===== src/rtl/rfg_pkg.sv =====
package rfg_pkg;

   // how a reserved-type frame is to be handled
   typedef enum logic [1:0] {
      POL_BLOCK   = 2'd0,
      POL_UPLOAD  = 2'd1,
      POL_AS_DATA = 2'd2
   } rsv_policy_e;

   // one verdict per frame
   typedef struct packed {
      logic done;
      logic amatch;
      logic ack;
      logic drop;
   } rx_verdict_t;

endpackage


===== src/rtl/rfg_ctrl_reg.sv =====
module rfg_ctrl_reg #(
   parameter int unsigned          ADDR_W   = 8,
   parameter int unsigned          DATA_W   = 8,
   parameter logic [ADDR_W-1:0]    REG_ADDR = 8'h17,
   parameter logic [DATA_W-1:0]    WR_MASK  = 8'b0111_0110,
   parameter int unsigned          FILT_BIT = 5,
   parameter int unsigned          UPLD_BIT = 4
) (
   input  logic              clk,
   input  logic              rst_n,
   input  logic              we,
   input  logic [ADDR_W-1:0] waddr,
   input  logic [DATA_W-1:0] wdata,
   input  logic [ADDR_W-1:0] raddr,
   output logic [DATA_W-1:0] rdata,
   output logic              upld_en,
   output logic              filt_en
);

   localparam logic [DATA_W-1:0] KEEP_MASK = ~WR_MASK;

   if (FILT_BIT >= DATA_W || UPLD_BIT >= DATA_W) begin : g_bad_pos
      $error("rfg_ctrl_reg: policy bit outside register");
   end
   if (FILT_BIT == UPLD_BIT) begin : g_bad_same
      $error("rfg_ctrl_reg: policy bits must differ");
   end
   if (!WR_MASK[FILT_BIT] || !WR_MASK[UPLD_BIT]) begin : g_bad_mask
      $error("rfg_ctrl_reg: policy bits must be writable");
   end

   logic [DATA_W-1:0] ctl_q;
   logic              hit_w;

   assign hit_w = we && (waddr == REG_ADDR);

   always_ff @(posedge clk or negedge rst_n) begin
      if (!rst_n) begin
         ctl_q <= '0;
      end else if (hit_w) begin
         ctl_q <= (ctl_q & KEEP_MASK) | (wdata & WR_MASK);
      end
   end

   always_comb begin
      rdata = '0;
      if (raddr == REG_ADDR) begin
         rdata = ctl_q;
      end
   end

   assign upld_en = ctl_q[UPLD_BIT];
   assign filt_en = ctl_q[FILT_BIT];


   foreign_addr_stable_chk: assert property (@(posedge clk) disable iff (!rst_n)
      (we && waddr != REG_ADDR) |=> $stable(ctl_q));


   wr_lands_chk: assert property (@(posedge clk) disable iff (!rst_n)
      hit_w |=> ((ctl_q & WR_MASK) == ($past(wdata) & WR_MASK)));

endmodule


===== src/rtl/rfg_classify.sv =====
module rfg_classify
   import rfg_pkg::*;
#(
   parameter int unsigned TYPE_W    = 3,
   parameter int unsigned RSV_FIRST = 4
) (
   input  logic [TYPE_W-1:0] ftype,
   input  logic              upld_en,
   input  logic              filt_en,
   output logic              is_rsv,
   output rsv_policy_e       policy
);

   localparam int unsigned           TYPE_N   = 1 << TYPE_W;
   localparam logic [TYPE_W-1:0]     RSV_CODE = TYPE_W'(RSV_FIRST);
   localparam bit                    MSB_FORM = (RSV_FIRST == TYPE_N / 2);

   if (RSV_FIRST == 0 || RSV_FIRST >= TYPE_N) begin : g_bad_rsv
      $error("rfg_classify: reserved range must be non-empty and partial");
   end

   if (MSB_FORM) begin : g_msb
      // reserved range is exactly the upper half: a single bit decides
      assign is_rsv = ftype[TYPE_W-1];
   end else begin : g_cmp
      assign is_rsv = (ftype >= RSV_CODE);
   end

   // filter bit has no meaning unless upload is set
   always_comb begin
      if (!upld_en) begin
         policy = POL_BLOCK;
      end else if (filt_en) begin
         policy = POL_AS_DATA;
      end else begin
         policy = POL_UPLOAD;
      end
   end

endmodule


===== src/rtl/rfg_decide.sv =====
module rfg_decide
   import rfg_pkg::*;
(
   input  logic        clk,
   input  logic        rst_n,
   input  logic        rx_end,
   input  logic        is_rsv,
   input  rsv_policy_e policy,
   input  logic        fcs_ok,
   input  logic        addr_hit,
   input  logic        ack_req,
   output rx_verdict_t verdict_q
);

   rx_verdict_t nxt;
   logic        data_path;
   logic        pass;

   always_comb begin
      data_path = !is_rsv || (policy == POL_AS_DATA);
      pass      = fcs_ok && (data_path || (policy == POL_UPLOAD));
      nxt       = '0;
      if (rx_end) begin
         nxt.done   = pass;
         nxt.amatch = pass && data_path && addr_hit;
         nxt.ack    = pass && data_path && addr_hit && ack_req;
         nxt.drop   = !pass;
      end
   end

   always_ff @(posedge clk or negedge rst_n) begin
      if (!rst_n) begin
         verdict_q <= '0;
      end else begin
         verdict_q <= nxt;
      end
   end


   pulse_needs_end_chk: assert property (@(posedge clk) disable iff (!rst_n)
      (verdict_q.done || verdict_q.drop) |-> $past(rx_end));


   one_verdict_chk: assert property (@(posedge clk) disable iff (!rst_n)
      rx_end |=> $onehot({verdict_q.done, verdict_q.drop}));


   bad_fcs_drop_chk: assert property (@(posedge clk) disable iff (!rst_n)
      (rx_end && !fcs_ok) |=> (verdict_q.drop && !verdict_q.amatch && !verdict_q.ack));


   ack_implies_match_chk: assert property (@(posedge clk) disable iff (!rst_n)
      verdict_q.ack |-> (verdict_q.amatch && verdict_q.done));


   upload_only_chk: assert property (@(posedge clk) disable iff (!rst_n)
      (rx_end && is_rsv && policy == POL_UPLOAD) |=> (!verdict_q.amatch && !verdict_q.ack));


   blocked_chk: assert property (@(posedge clk) disable iff (!rst_n)
      (rx_end && is_rsv && policy == POL_BLOCK) |=> verdict_q.drop);

endmodule


===== src/rtl/rx_frame_gate.sv =====
module rx_frame_gate
   import rfg_pkg::*;
#(
   parameter int unsigned       ADDR_W    = 8,
   parameter int unsigned       DATA_W    = 8,
   parameter logic [ADDR_W-1:0] REG_ADDR  = 8'h17,
   parameter logic [DATA_W-1:0] WR_MASK   = 8'b0111_0110,
   parameter int unsigned       FILT_BIT  = 5,
   parameter int unsigned       UPLD_BIT  = 4,
   parameter int unsigned       TYPE_W    = 3,
   parameter int unsigned       RSV_FIRST = 4
) (
   input  logic              clk,
   input  logic              rst_n,
   input  logic              cfg_we,
   input  logic [ADDR_W-1:0] cfg_waddr,
   input  logic [DATA_W-1:0] cfg_wdata,
   input  logic [ADDR_W-1:0] cfg_raddr,
   output logic [DATA_W-1:0] cfg_rdata,
   input  logic              rx_end,
   input  logic [TYPE_W-1:0] rx_ftype,
   input  logic              rx_fcs_ok,
   input  logic              rx_addr_hit,
   input  logic              rx_ack_req,
   output logic              frame_done_o,
   output logic              addr_match_o,
   output logic              ack_send_o,
   output logic              drop_o
);

   logic        upld_en;
   logic        filt_en;
   logic        is_rsv;
   rsv_policy_e policy;
   rx_verdict_t verdict;

   rfg_ctrl_reg #(
      .ADDR_W   (ADDR_W),
      .DATA_W   (DATA_W),
      .REG_ADDR (REG_ADDR),
      .WR_MASK  (WR_MASK),
      .FILT_BIT (FILT_BIT),
      .UPLD_BIT (UPLD_BIT)
   ) u_reg (
      .clk     (clk),
      .rst_n   (rst_n),
      .we      (cfg_we),
      .waddr   (cfg_waddr),
      .wdata   (cfg_wdata),
      .raddr   (cfg_raddr),
      .rdata   (cfg_rdata),
      .upld_en (upld_en),
      .filt_en (filt_en)
   );

   rfg_classify #(
      .TYPE_W    (TYPE_W),
      .RSV_FIRST (RSV_FIRST)
   ) u_cls (
      .ftype   (rx_ftype),
      .upld_en (upld_en),
      .filt_en (filt_en),
      .is_rsv  (is_rsv),
      .policy  (policy)
   );

   rfg_decide u_dec (
      .clk       (clk),
      .rst_n     (rst_n),
      .rx_end    (rx_end),
      .is_rsv    (is_rsv),
      .policy    (policy),
      .fcs_ok    (rx_fcs_ok),
      .addr_hit  (rx_addr_hit),
      .ack_req   (rx_ack_req),
      .verdict_q (verdict)
   );

   assign frame_done_o = verdict.done;
   assign addr_match_o = verdict.amatch;
   assign ack_send_o   = verdict.ack;
   assign drop_o       = verdict.drop;


   old_policy_used_chk: assert property (@(posedge clk) disable iff (!rst_n)
      (rx_end && rx_ftype >= TYPE_W'(RSV_FIRST) && rx_fcs_ok && !upld_en) |=> drop_o);

endmodule


===== config.mk =====
export PLATFORM = sky130hd
export DESIGN_NAME = rx_frame_gate
export DESIGN_NICKNAME = d
export VERILOG_FILES = /design/src/rtl/rfg_pkg.sv /design/src/rtl/rfg_ctrl_reg.sv /design/src/rtl/rfg_classify.sv /design/src/rtl/rfg_decide.sv /design/src/rtl/rx_frame_gate.sv
export SDC_FILE = /design/constraint.sdc
export NUM_CORES = 1
export LEC_CHECK = 0
export ABC_AREA = 1
export ABC_CLOCK_PERIOD_IN_PS = 800
export BUFFER_PORTS_ARGS = -buffer_cell sky130_fd_sc_hd__clkbuf_2
export CAP_MARGIN = 20
export CORE_MARGIN = 2
export CORE_UTILIZATION = 33
export DETAILED_ROUTE_END_ITERATION = 6
export PLACE_DENSITY = 0.74
export RECOVER_POWER = 25
export SYNTH_ARGS = -nofsm -noshare
export SYNTH_HDL_FRONTEND = slang
export SYNTH_SLANG_ARGS = --single-unit

===== constraint.sdc =====
create_clock -name clk -period 0.8 [get_ports clk]
set_clock_uncertainty 0.05 [all_clocks]
set_input_delay 0.08 -clock clk [delete_from_list [all_inputs] [get_ports clk]]
set_output_delay 0.08 -clock clk [all_outputs]
set_load 0.02 [all_outputs]

After elaboration in Yosys (flattened, before gate mapping)
Cells that the tools add are included.
{ "word_totals": {"elab_cells": 23, "reg_bits": 12, "input_bits": 34} }
{ "op_classes": {"eq_ne": 4, "n_mux": 4, "n_bitwise": 1, "n_reduce_logical": 9} }
{ "op_table": {"columns": ["op", "count"], "rows": [
  ["$eq 8x5->1 const B", 2],
  ["$mux 8", 1],
  ["$or 8x7->8", 1],
  ["$logic_and 1x1->1", 5],
  ["$mux 2", 2],
  ["$mux 4", 1],
  ["$eq 2x1->1 const B", 1],
  ["$eq 2x2->1 const B", 1],
  ["$logic_not 1->1", 2],
  ["$logic_or 1x1->1", 2]
]} }

Depth between registers and ports, before layout
Gate-level depths: netlist (run 1).
{ "logic_depth": {"depth_word": 10, "ltp_mapped": 6, "mapped_depth_nobuf": 6} }

Modules after synthesis
A second synthesis (run 1) with hierarchy kept.
{ "unflattened": {"cells_unflattened": 74, "hier_area_um2": 595.6} }
{ "modules_own_cells": {"columns": ["mod", "seq_area_each_um2", "n_inst", "cells_each", "area_each_um2"], "rows": [
  ["rfg_ctrl_reg", 125.1, 1, 51, 390.4],
  ["rfg_decide", 100.1, 1, 18, 180.2],
  ["rfg_classify", 0.0, 1, 5, 25.0]
]} }

Worst setup path after synthesis (run 1)
OpenSTA, ideal clock, no wires.
{ "synth_timing": {"path_type": "input-to-output", "start": "in cfg_raddr[5]", "end": "out cfg_rdata[1]", "required_time_ns": 0.670, "n_path_buf": 0, "path_slack_ns": -0.016, "arrival_ns": 0.686, "stages": 5, "path_cell_list": "inv_1 > nand2_1 > nor3_1 > nand2_1 > nor2_1"} }
{ "synth_via": {"elab_chain_len": 2} }
{ "synth_lines": {"columns": ["item", "line", "rtl"], "rows": [
  ["from (decl)", "rx_frame_gate.sv:18", "input logic [ADDR_W-1:0] cfg_raddr,"],
  ["$eq 8x5->1", "rfg_ctrl_reg.sv:47", "if (raddr == REG_ADDR) begin"],
  ["$mux 8", "rfg_ctrl_reg.sv:47", null],
  ["to (decl)", "rx_frame_gate.sv:19", "output logic [DATA_W-1:0] cfg_rdata,"]
]} }
Every way passes these cells.

Final worst setup path (run 1)
{ "layout_timing": {"start": "reg u_reg.ctl_q[5]", "end": "out cfg_rdata[5]"} }
{ "layout_via": {"elab_chain_len": 1} }
{ "layout_lines": {"columns": ["item", "line", "rtl"], "rows": [
  ["from (decl)", "rfg_ctrl_reg.sv:32", "logic [DATA_W-1:0] ctl_q;"],
  ["from (signal assigned)", "rfg_ctrl_reg.sv:41", "ctl_q <= (ctl_q & KEEP_MASK) | (wdata & WR_MASK);"],
  ["$mux 8", "rfg_ctrl_reg.sv:47", null]
]} }
Every way passes these cells.

==> results by group, run 1 <==
Routing
  – Post-Route WL: roughly 1.5 mm
  – Antenna viol nets, final: 0
  – Mean routed wirelength per cell: 10.9 microns
  – DRT iter0 DRCs: 3
  – Vias: about 590
  – Post-route DRC: 0
  – Drt first pass iters: 4
  – DR vias/cell: 4.42

CTS
  – CTS clk-pin slew, worst paths: 0.06 ns
  – Max Root-Sink Buffers: 2
  – CTS tree: built
  – # clock sinks: 9
  – Clock root cell: clkbuf_4
  – H-tree lvl count: 1
  – TritonCTS buffer count: 3
  – Later-pin clock latency in the skew report: ~0.26 ns

Cells and area
  – Commonest non-fill, non-tap cell in the layout: clkbuf_2
  – Final Cell Area: 952 sq um
  – Synthesis-to-layout area growth: 77.0%
  – Share of post-route cells with drive strength above 1: between 50% and 60%
  – Antenna Cells: 0
  – Fill cell count: 127
  – Most frequent cells in the layout: 27 x clkbuf_2, 11 x nand2_1, 11 x buf_6, 9 x inv_1, 9 x dfrtp_1
  – Nets: roughly 150

Pwr
  – Worst VDD drop: just under 0.6 mV
  – Clock share of power: 31.4%
  – Power per Cell Area: between 1000 and 1500 mW/mm^2
  – Int Power: between 800 and 900 uW
  – Sequential power share: 43.8%
  – Net Switching: between 300 and 400 uW
  – Sw frac: ~27%
  – Leak Pwr: ~0.54 nW
  – Logic gate share of total power: roughly 25%

Synthesis
  – Synthesized area per cell: 8.28 sq um
  – Register area share after synthesis: between 40% and 50%
  – Synthesized netlist cell count: 65
  – Register bit total from synthesis: 9
  – Synth warn: 0
  – Cell Area, Synth: about 540 sq um
  – Netlist cell types: 18

Critical path
  – Reg-to-reg slack, setup: -0.22 ns
  – Arr. time, crit path: 0.92 ns
  – CP Max Fanout: 2
  – Worst Path Required: around 0.67 ns
  – Element type at the critical path end: output pin
  – Crit path kind: flop to output pin
  – CP startpoint kind: flop

Job
  – Max-cap viol count: 0

Global routing
  – First-pass GRT wire length: ~2.1 mm
  – GRT overflow: 0
  – All-layer global routing usage: between 15 and 20%
  – Pin count of the biggest net entering global routing: 10
  – Vias in the first global route: approximately 550
  – Initial antenna violation count: 0

Floorplan
  – I/O Pins: 46
  – Initial core utilization: a little over a third
  – Die H: approximately 44 microns
  – Die W: 44.4 microns
  – CORE AREA: between 0.0015 and 0.002 sq mm
  – Rows: 14
  – Die area: ~0.0020 sq mm

Timing
  – Slew Limit Fails: 0
  – Fmax: about 950 MHz
  – Hold Vio Cnt, Final: 0
  – Final setup fails: 16
  – Slew headroom: about 66%
  – RSZ-0062 raised after global routing: yes
  – Crit share post-route: 131%
  – Measured slew at the worst slew-check pin: 0.506 ns
  – Tmin final: 1.05 ns
  – Final WS setup: -0.252 ns

Placed design
  – GP Congestion: 0.716
  – Port Buffer Count: 37
  – Placed instance area: roughly 740 sq um
  – HPWL Detailed: approximately 970 microns
  – Place WS: -0.129 ns

Status
  – Status: complete, but fails checks
  – Failing checks: setup timing

Worst hold path
  – HP Class: primary input to flop
[per-layer routing]
metal  track usage (%)  vias to the layer above  routed length (microns)
met5                 0                        -                        0
met4              10.9                        0                       53
met3              2.86                        5                       93
met2              30.0                       29                      833
met1              14.8                      255                      474
li1                  -                      299                        -
[cell usage after synthesis (all sizes together)]
library cell | count | area (sq um)
nand3 | 2 | 22.5
nor2 | 10 | 70.1
nor3b | 2 | 20.0
inv | 13 | 48.8
nand2 | 17 | 76.3
conb | 1 | 3.75
nand4 | 5 | 31.3
a21boi | 1 | 7.51
dfrtp | 9 | 225
a21oi | 1 | 5.00
nor3 | 1 | 5.00
buf | 3 | 22.5
[area by class of cell]
type	count	area (sq um)	area share [%]
clock buffer	4	26.3	2.76
inverter	13	48.8	5.12
multi-input combinational	42	289	30.4
sequential	9	225	23.7
tap	16	20.0	2.10
timing repair buffer	49	343	36.0
[critical path, stage by stage (launching register included)]
cell	delay, ns
dfrtp_1	0.37
inv_1	0.05
nor2_1	0.09
buf_4	0.15
[repair_timing]
item / 4_1_cts / 5_1_grt
resized for setup: 11 / 29
pin swaps: 2 / 3
buffers inserted: 7 / 3
hold buffers: 2 / 0
setup endpoints to repair: 13 / 17
hold endpoints to repair: 10 / 0
[path summary, 6_finish.rpt]
kind / end / cells after the start / start
max: cfg_rdata[5] / 3 / u_reg.ctl_q[5]
min reg2reg: u_reg.ctl_q[1] / 3 / u_reg.ctl_q[1]
min: u_reg.ctl_q[1] / 3 / cfg_wdata[1]
min in group asynchronous: u_dec.verdict_q[1] / 2 / rst_n
max reg2reg: u_reg.ctl_q[4] / 5 / u_reg.ctl_q[4]
max in group asynchronous: u_reg.ctl_q[5] / 2 / rst_n
[state kept, by name (all words and copies together) (netlist names)]
name             count
u_dec.verdict_q      4
u_reg.ctl_q          5
[power by group through the flow]
| stage | sequential, mW | combinational [mW] | clock, mW |
|---|---|---|---|
| 6_report | 0.486 | 0.275 | 0.349 |
| 5_1_grt | 0.487 | 0.300 | 0.396 |
| 4_1_cts | 0.483 | 0.239 | 0.356 |
| 3_5_place_dp | 0.493 | 0.193 | 0 |
| 3_3_place_gp | 0.492 | 0.188 | 0 |
| 2_1_floorplan | 0.500 | 0.0945 | 0 |
[metrics by stage]
step / power, mW / hold WS (ns) / setup TNS [ns] / util, % / std cells
3_3_place_gp: 0.680 / -0.111 / -0.598 / 48.3 / 118
3_5_place_dp: 0.686 / -0.106 / -0.807 / 48.3 / 118
2_1_floorplan: 0.594 / -0.266 / -0.0817 / - / 67
6_report: 1.11 / 0.0154 / -2.62 / 62.5 / 133
5_1_grt: 1.18 / 0.0176 / -3.28 / 62.5 / 133
4_1_cts: 1.08 / 0.0115 / -2.46 / 57.1 / 131
[cell families (layout without fill, tap and decap cells)]
group | count (synthesis) | in the layout | share of synthesized area [%]
other | 1 | 3 | 0.697
AOI/OAI and AO/OA | 2 | 2 | 2.33
and+or+nand+nor | 37 | 37 | 41.9
DFF | 9 | 9 | 41.9
buffers and inverters | 16 | 66 | 13.3
Note: power is estimated with default switching activity, not from simulation.
==> run 2: changes to the inputs <==
CORE_UTILIZATION = 34   (was 33)
PLACE_DENSITY = 0.73   (was 0.74)
SYNTH_HIERARCHICAL = 1   (was default)
==> results by group, run 2 <==
Synthesis
  – Register area share after synthesis: a little under two fifths
  – Most common cell in the netlist: nand2_1
  – Post-synth EDFFs: 0
  – Async set-reset flop share out of synthesis: 100%
  – Top cells by instance count after synthesis: 18 x nand2_1, 12 x inv_1, 9 x dfrtp_1
  – Synthesized netlist cell count: 74
  – Synth warn: 6
  – Ranking of synthesized cells by area: dfrtp_1 38%, nand2_1 11%, inv_1 7.6%, nor2_8 6.7%, nand4_1 5.3%
  – Area leader, netlist: dfrtp_1
  – Netlist cell types: 19
  – Cell Area, Synth: slightly below 600 sq um
  – Post-synth top area share: between 30% and 40%
  – Synthesized area per cell: 8.05 sq um
  – Register bit total from synthesis: 9
  – Synth Flop Type: dfrtp_1

Placed design
  – GP Congestion: about 0.66
  – Port Buffer Count: 37
  – Place WS: -0.231 ns
  – Dpl cells: 127
  – HPWL Detailed: 1.02 mm

Timing
  – Worst hold slack: between 0.01 and 0.015 ns
  – Tmin final: 1.12 ns
  – Slew Limit Fails: 0
  – Final WS setup: -0.325 ns
  – RSZ-0062 raised after global routing: yes
  – Final setup fails: 14
  – Fmax: roughly 890 MHz
  – Hold Vio Cnt, Final: 0
  – Crit share post-route: 141%

Cells and area
  – Max reg flops: 5
  – Share of post-route cells with drive strength above 1: 60.2%
  – Final Util: between 50% and 60%
  – Antenna Cells: 0
  – Nets: about 160
  – Most frequent cells in the layout: 27 x clkbuf_2, 14 x nand2_1, 9 x inv_1, 9 x dfrtp_1, 7 x inv_2
  – Fin cells: 140
  – Commonest non-fill, non-tap cell in the layout: clkbuf_2
  – Synthesis-to-layout area growth: 66.6%
  – Fill cell count: around 150
  – Top Registers: u_reg/ctl_q: 5 flops, u_dec/verdict_q: 4 flops
  – Largest Register: u_reg/ctl_q

Global routing
  – Pin count of the biggest net entering global routing: 10
  – Busiest grt layer: met2
  – First-pass GRT wire length: 2.09 mm
  – All-layer global routing usage: 13.8%
  – Vias in the first global route: between 500 and 600
  – Met1 Use GR: 14.9%
  – GR Util met2: 26.1%
  – Initial antenna violation count: 0
  – Met3 Use GR: under 10%
  – GRT overflow: 0

Pwr
  – Leak Pwr: ~0.55 nW
  – Worst VDD drop: 0.582 mV
  – Total power: approximately 1.1 mW
  – Power per Cell Area: approximately 1100 mW/mm^2

Floorplan
  – Initial core utilization: a little over a third
  – Rows: 15
  – Die H: 45.9 microns
  – I/O Pins: 46
  – Die area: 0.00210 sq mm
  – CORE AREA: approximately 0.0017 sq mm
  – Die W: approximately 46 microns

Critical path
  – CP startpoint kind: flop
  – Crit. Startpoint: u_reg/ctl_q[4]
  – CP Max Fanout: 2
  – Worst-path cell with the longest stage delay: dfrtp_1
  – Arr. time, crit path: around 0.99 ns
  – Largest stage delay on the critical path: about 0.40 ns
  – Critical R2R Launch: u_reg/ctl_q[4]
  – Crit path buf inv count: 3
  – Worst Path Required: between 0.6 and 0.7 ns
  – Crit path kind: flop to output pin
  – Crit-path leading delay family: flip-flops
  – CP Cell Sequence: buf_6 > inv_2 > nor2_2 > clkbuf_8
  – Element type at the critical path end: output pin

Routing
  – Vias: ~600
  – Post-Route WL: 1.34 mm
  – DR vias/cell: 4.26
  – DRT iter0 DRCs: 8
  – Antenna viol nets, final: 0
  – Post-route DRC: 0
  – Mean routed wirelength per cell: 9.54 microns
  – Drt first pass iters: 4

CTS
  – Clock root cell: clkbuf_4
  – CTS tree: built
  – CTS clk-pin slew, worst paths: about 0.060 ns
  – H-tree lvl count: 1
  – Max Root-Sink Buffers: 2
  – Later-pin clock latency in the skew report: 0.25 ns
  – # clock sinks: 9
  – TritonCTS buffer count: 3

Worst hold path
  – Hold Crit Start: cfg_wdata[4]
  – HP Class: primary input to flop

Job
  – Max-cap viol count: 0

Status
  – Status: complete, but fails checks
  – Failing checks: setup timing
## run 2: cell count changes after synthesis
cell,change
nand3_1,-1
nor2_2,+1
nor3_2,+1
nor2_1,-1
inv_1,+2
a21oi_1,-1
buf_4,+1
a21oi_2,+1
nand3_2,+2
inv_2,+1
nor3b_1,-1
nand2_1,+4
## run 2: final cells by class
cell class | count | area, sq um | share of cell area [%]
Clock buffer | 4 | 26.3 | 2.65
Inverter | 16 | 60.1 | 6.05
Multi-Input combinational cell | 47 | 314 | 31.7
Sequential cell | 9 | 225 | 22.7
Tap cell | 17 | 21.3 | 2.14
Timing Repair Buffer | 47 | 345 | 34.8
## run 2: what timing repair did
action                                  in CTS  in global routing
resized for setup                           15                 16
buffers inserted                             3                  2
gates cloned                                 0                  0
endpoints found under the setup margin      13                 14
hold endpoints to repair                    11                  0
pin swaps                                    6                  1
hold buffers                                 4                  0
## run 2: metrics by stage
| step | instance area (sq um) | TNS, ns |
|---|---|---|
| after floorplan | 619 | -0.516 |
| after global placement | 803 | -1.58 |
| after detailed placement | 803 | -1.78 |
| after CTS | 942 | -2.77 |
| after global routing | 992 | -3.47 |
| final | 992 | -2.84 |
## run 2: kinds of logic after synthesis
logic type             count (synthesis)  share of synthesized area [%]
buffers and inverters                 20                           15.1
AND/OR/NAND/NOR                       42                           43.7
AO/OA/AOI/OAI                          2                           2.73
flip-flops                             9                           37.8
other                                  1                          0.630
## run 2: path summary, 6_finish.rpt
| kind | to | slack [ns] | cells after the start |
|---|---|---|---|
| max in group asynchronous | u_dec/verdict_q[0] | 0.14 | 2 |
| setup reg to reg | u_dec/verdict_q[3] | -0.32 | 8 |
| hold / removal | u_reg/ctl_q[4] | 0.01 | 3 |
| setup / recovery | cfg_rdata[4] | -0.32 | 4 |
| hold reg to reg | u_reg/ctl_q[2] | 0.51 | 3 |
| min in group asynchronous | u_reg/ctl_q[1] | 0.24 | 2 |
## run 2: worst reg2reg max path, delay by kind of cell (launching register included)
kind,cells,cell delay [ns]
buf+inv,3,0.22
flops,1,0.37
simple gates,5,0.37
## run 2: power breakdown
part | internal (mW) | total [mW] | leakage (nW) | switching (mW)
Clock | 0.192 | 0.340 | 0.0150 | 0.149
Sequential | 0.474 | 0.486 | 0.122 | 0.0120
Combinational | 0.130 | 0.263 | 0.409 | 0.133
Total | 0.796 | 1.09 | 0.546 | 0.294
## run 2: metal layers
metal | part of all wire (%) | wire (microns) | vias up
li1 | - | - | 319
met1 | 42 | 563 | 250
met2 | 53 | 702 | 27
met3 | 5.2 | 70 | 0
met4 | 0 | 0 | 0
met5 | 0 | 0 | -
==> run 3: changes to the inputs <==
--- a/config.mk
+++ b/config.mk
@@ -13,4 +13,5 @@
 export CORE_UTILIZATION = 34
 export DETAILED_ROUTE_END_ITERATION = 6
+export GPL_TIMING_DRIVEN = 1
 export PLACE_DENSITY = 0.73
 export RECOVER_POWER = 25
@@ -19,2 +20,3 @@
 export SYNTH_HIERARCHICAL = 1
 export SYNTH_SLANG_ARGS = --single-unit
+export TNS_END_PERCENT = 30
--- a/constraint.sdc
+++ b/constraint.sdc
@@ -3,3 +3,3 @@
 set_input_delay 0.08 -clock clk [delete_from_list [all_inputs] [get_ports clk]]
 set_output_delay 0.08 -clock clk [all_outputs]
-set_load 0.02 [all_outputs]
+set_load 0.1 [all_outputs]
==> results by group, run 3 (synthesis results as in run 2) <==
Status
  – Status: complete, but fails checks
  – Failing checks: setup timing

Floorplan
  – Die H: approximately 46 microns
  – Rows: 15
  – CORE AREA: 0.00169 sq mm
  – Die W: between 40 and 50 microns
  – Initial core utilization: 35.3%
  – I/O Pins: 46
  – Die area: about 0.0021 sq mm

Routing
  – Post-route DRC: 0
  – Vias: a little over 600
  – Antenna viol nets, final: 0
  – Mean routed wirelength per cell: 9.71 microns
  – DRT iter0 DRCs: 14
  – Drt first pass iters: 4
  – Post-Route WL: around 1.3 mm
  – DR vias/cell: roughly 4.4

Placed design
  – Placed instance area: 982 sq um
  – Port Buffer Count: 37
  – HPWL Detailed: 1.01 mm
  – Place WS: -0.317 ns
  – GP Congestion: between 0.7 and 0.8

Timing
  – Hold Vio Cnt, Final: 0
  – Slew Limit Fails: 0
  – Final setup fails: 15
  – Crit share post-route: 138%
  – Final WS setup: -0.301 ns
  – Fmax: around 910 MHz
  – Tmin final: between 1 and 1.5 ns
  – RSZ-0062 raised after global routing: yes

CTS
  – TritonCTS buffer count: 3
  – Later-pin clock latency in the skew report: 0.24 ns
  – CTS clk-pin slew, worst paths: 0.05 ns
  – Clock root cell: clkbuf_4
  – CTS tree: built
  – H-tree lvl count: 1
  – # clock sinks: 9
  – Max Root-Sink Buffers: 2

Global routing
  – GRT overflow: 0
  – Initial antenna violation count: 0
  – Vias in the first global route: 590
  – All-layer global routing usage: around 14%
  – Pin count of the biggest net entering global routing: 10
  – First-pass GRT wire length: 2.17 mm

Cells and area
  – Largest Register: u_reg/ctl_q
  – Commonest non-fill, non-tap cell in the layout: clkbuf_2
  – Share of post-route cells with drive strength above 1: roughly two thirds
  – Antenna Cells: 0
  – Synthesis-to-layout area growth: 86.3%
  – Fill cell count: 130
  – Nets: around 160
  – Max reg flops: 5
  – Top Registers: u_reg/ctl_q: 5 flops, u_dec/verdict_q: 4 flops
  – Most frequent cells in the layout: 27 x clkbuf_2, 13 x nand2_1, 10 x inv_2, 9 x buf_12, 9 x dfrtp_1
  – Final Cell Area: around 0.0011 sq mm

Critical path
  – CP startpoint kind: flop
  – Reg-to-reg slack, setup: -0.30 ns
  – Worst Path Required: just under 0.9 ns
  – CP Max Fanout: 3
  – Crit path kind: flop to flop
  – Element type at the critical path end: flop
  – Arr. time, crit path: 1.19 ns

Worst hold path
  – HP Class: primary input to flop

Pwr
  – Leak Pwr: ~0.6 nW
  – Power per Cell Area: about 1100 mW/mm^2
  – Worst VDD drop: between 0.6 and 0.7 mV

Job
  – Max-cap viol count: 0
==> run 3: power breakdown <==
group	internal, mW	leakage [nW]	switching, mW
combinational	0.148	0.452	0.249
clock	0.190	0.0150	0.130
sequential	0.475	0.122	0.0137
total	0.814	0.589	0.393
==> run 3: cell type report <==
class / instances / area, sq um / area share, %
Clock buffer: 4 / 26.3 / 2.37
Inverter: 16 / 60.1 / 5.41
Sequential cell: 9 / 225 / 20.3
Multi-Input combinational cell: 47 / 374 / 33.7
Timing Repair Buffer: 46 / 403 / 36.3
Tap cell: 17 / 21.3 / 1.92
==> run 3: path summary, 6_finish.rpt <==
path | from | to | depth (start not counted)
worst max register to register | u_reg/ctl_q[5] | u_dec/verdict_q[3] | 7
worst max-delay path | u_reg/ctl_q[5] | u_dec/verdict_q[3] | 7
min in group asynchronous | rst_n | u_dec/verdict_q[3] | 2
max in group asynchronous | rst_n | u_reg/ctl_q[2] | 2
worst min-delay path | rx_ack_req | u_dec/verdict_q[1] | 3
worst min register to register | u_reg/ctl_q[6] | u_reg/ctl_q[6] | 3
==> run 3: stage by stage <==
stage          setup TNS (ns)  power, mW  instances  utilization [%]  hold WS, ns
2_1_floorplan           -3.00      0.715         76                -       -0.266
3_3_place_gp            -2.07      0.835        128             58.1       -0.119
3_5_place_dp            -2.42      0.842        128             58.1       -0.118
4_1_cts                 -2.96       1.20        138             64.7      0.00970
5_1_grt                 -3.92       1.27        139             65.7       0.0284
6_report                -3.23       1.21        139             65.7       0.0239
==> run 3: per-layer routing <==
| metal | wire length [microns] | vias up | track usage [%] |
|---|---|---|---|
| li1 | - | 311 | - |
| met1 | 489 | 278 | 15.6 |
| met2 | 770 | 23 | 26.4 |
| met3 | 63 | 2 | 1.19 |
| met4 | 25 | 0 | 8.00 |
| met5 | 0 | - | 0 |
==> run 3: critical path: stages (launching register included) <==
cell     delay, ns
dfrtp_1       0.40
buf_6         0.14
nor2_4        0.11
inv_2         0.05
nand2_2       0.05
nand3_2       0.08
nand2_1       0.07
nor2_1        0.04
==> run 3: what timing repair did <==
item | CTS | global route
pin swaps | 11 | 3
hold buffers | 2 | 0
resized for setup | 15 | 2
setup endpoints to repair | 13 | 18
setup buffers | 4 | 1
hold endpoints to repair | 10 | 0
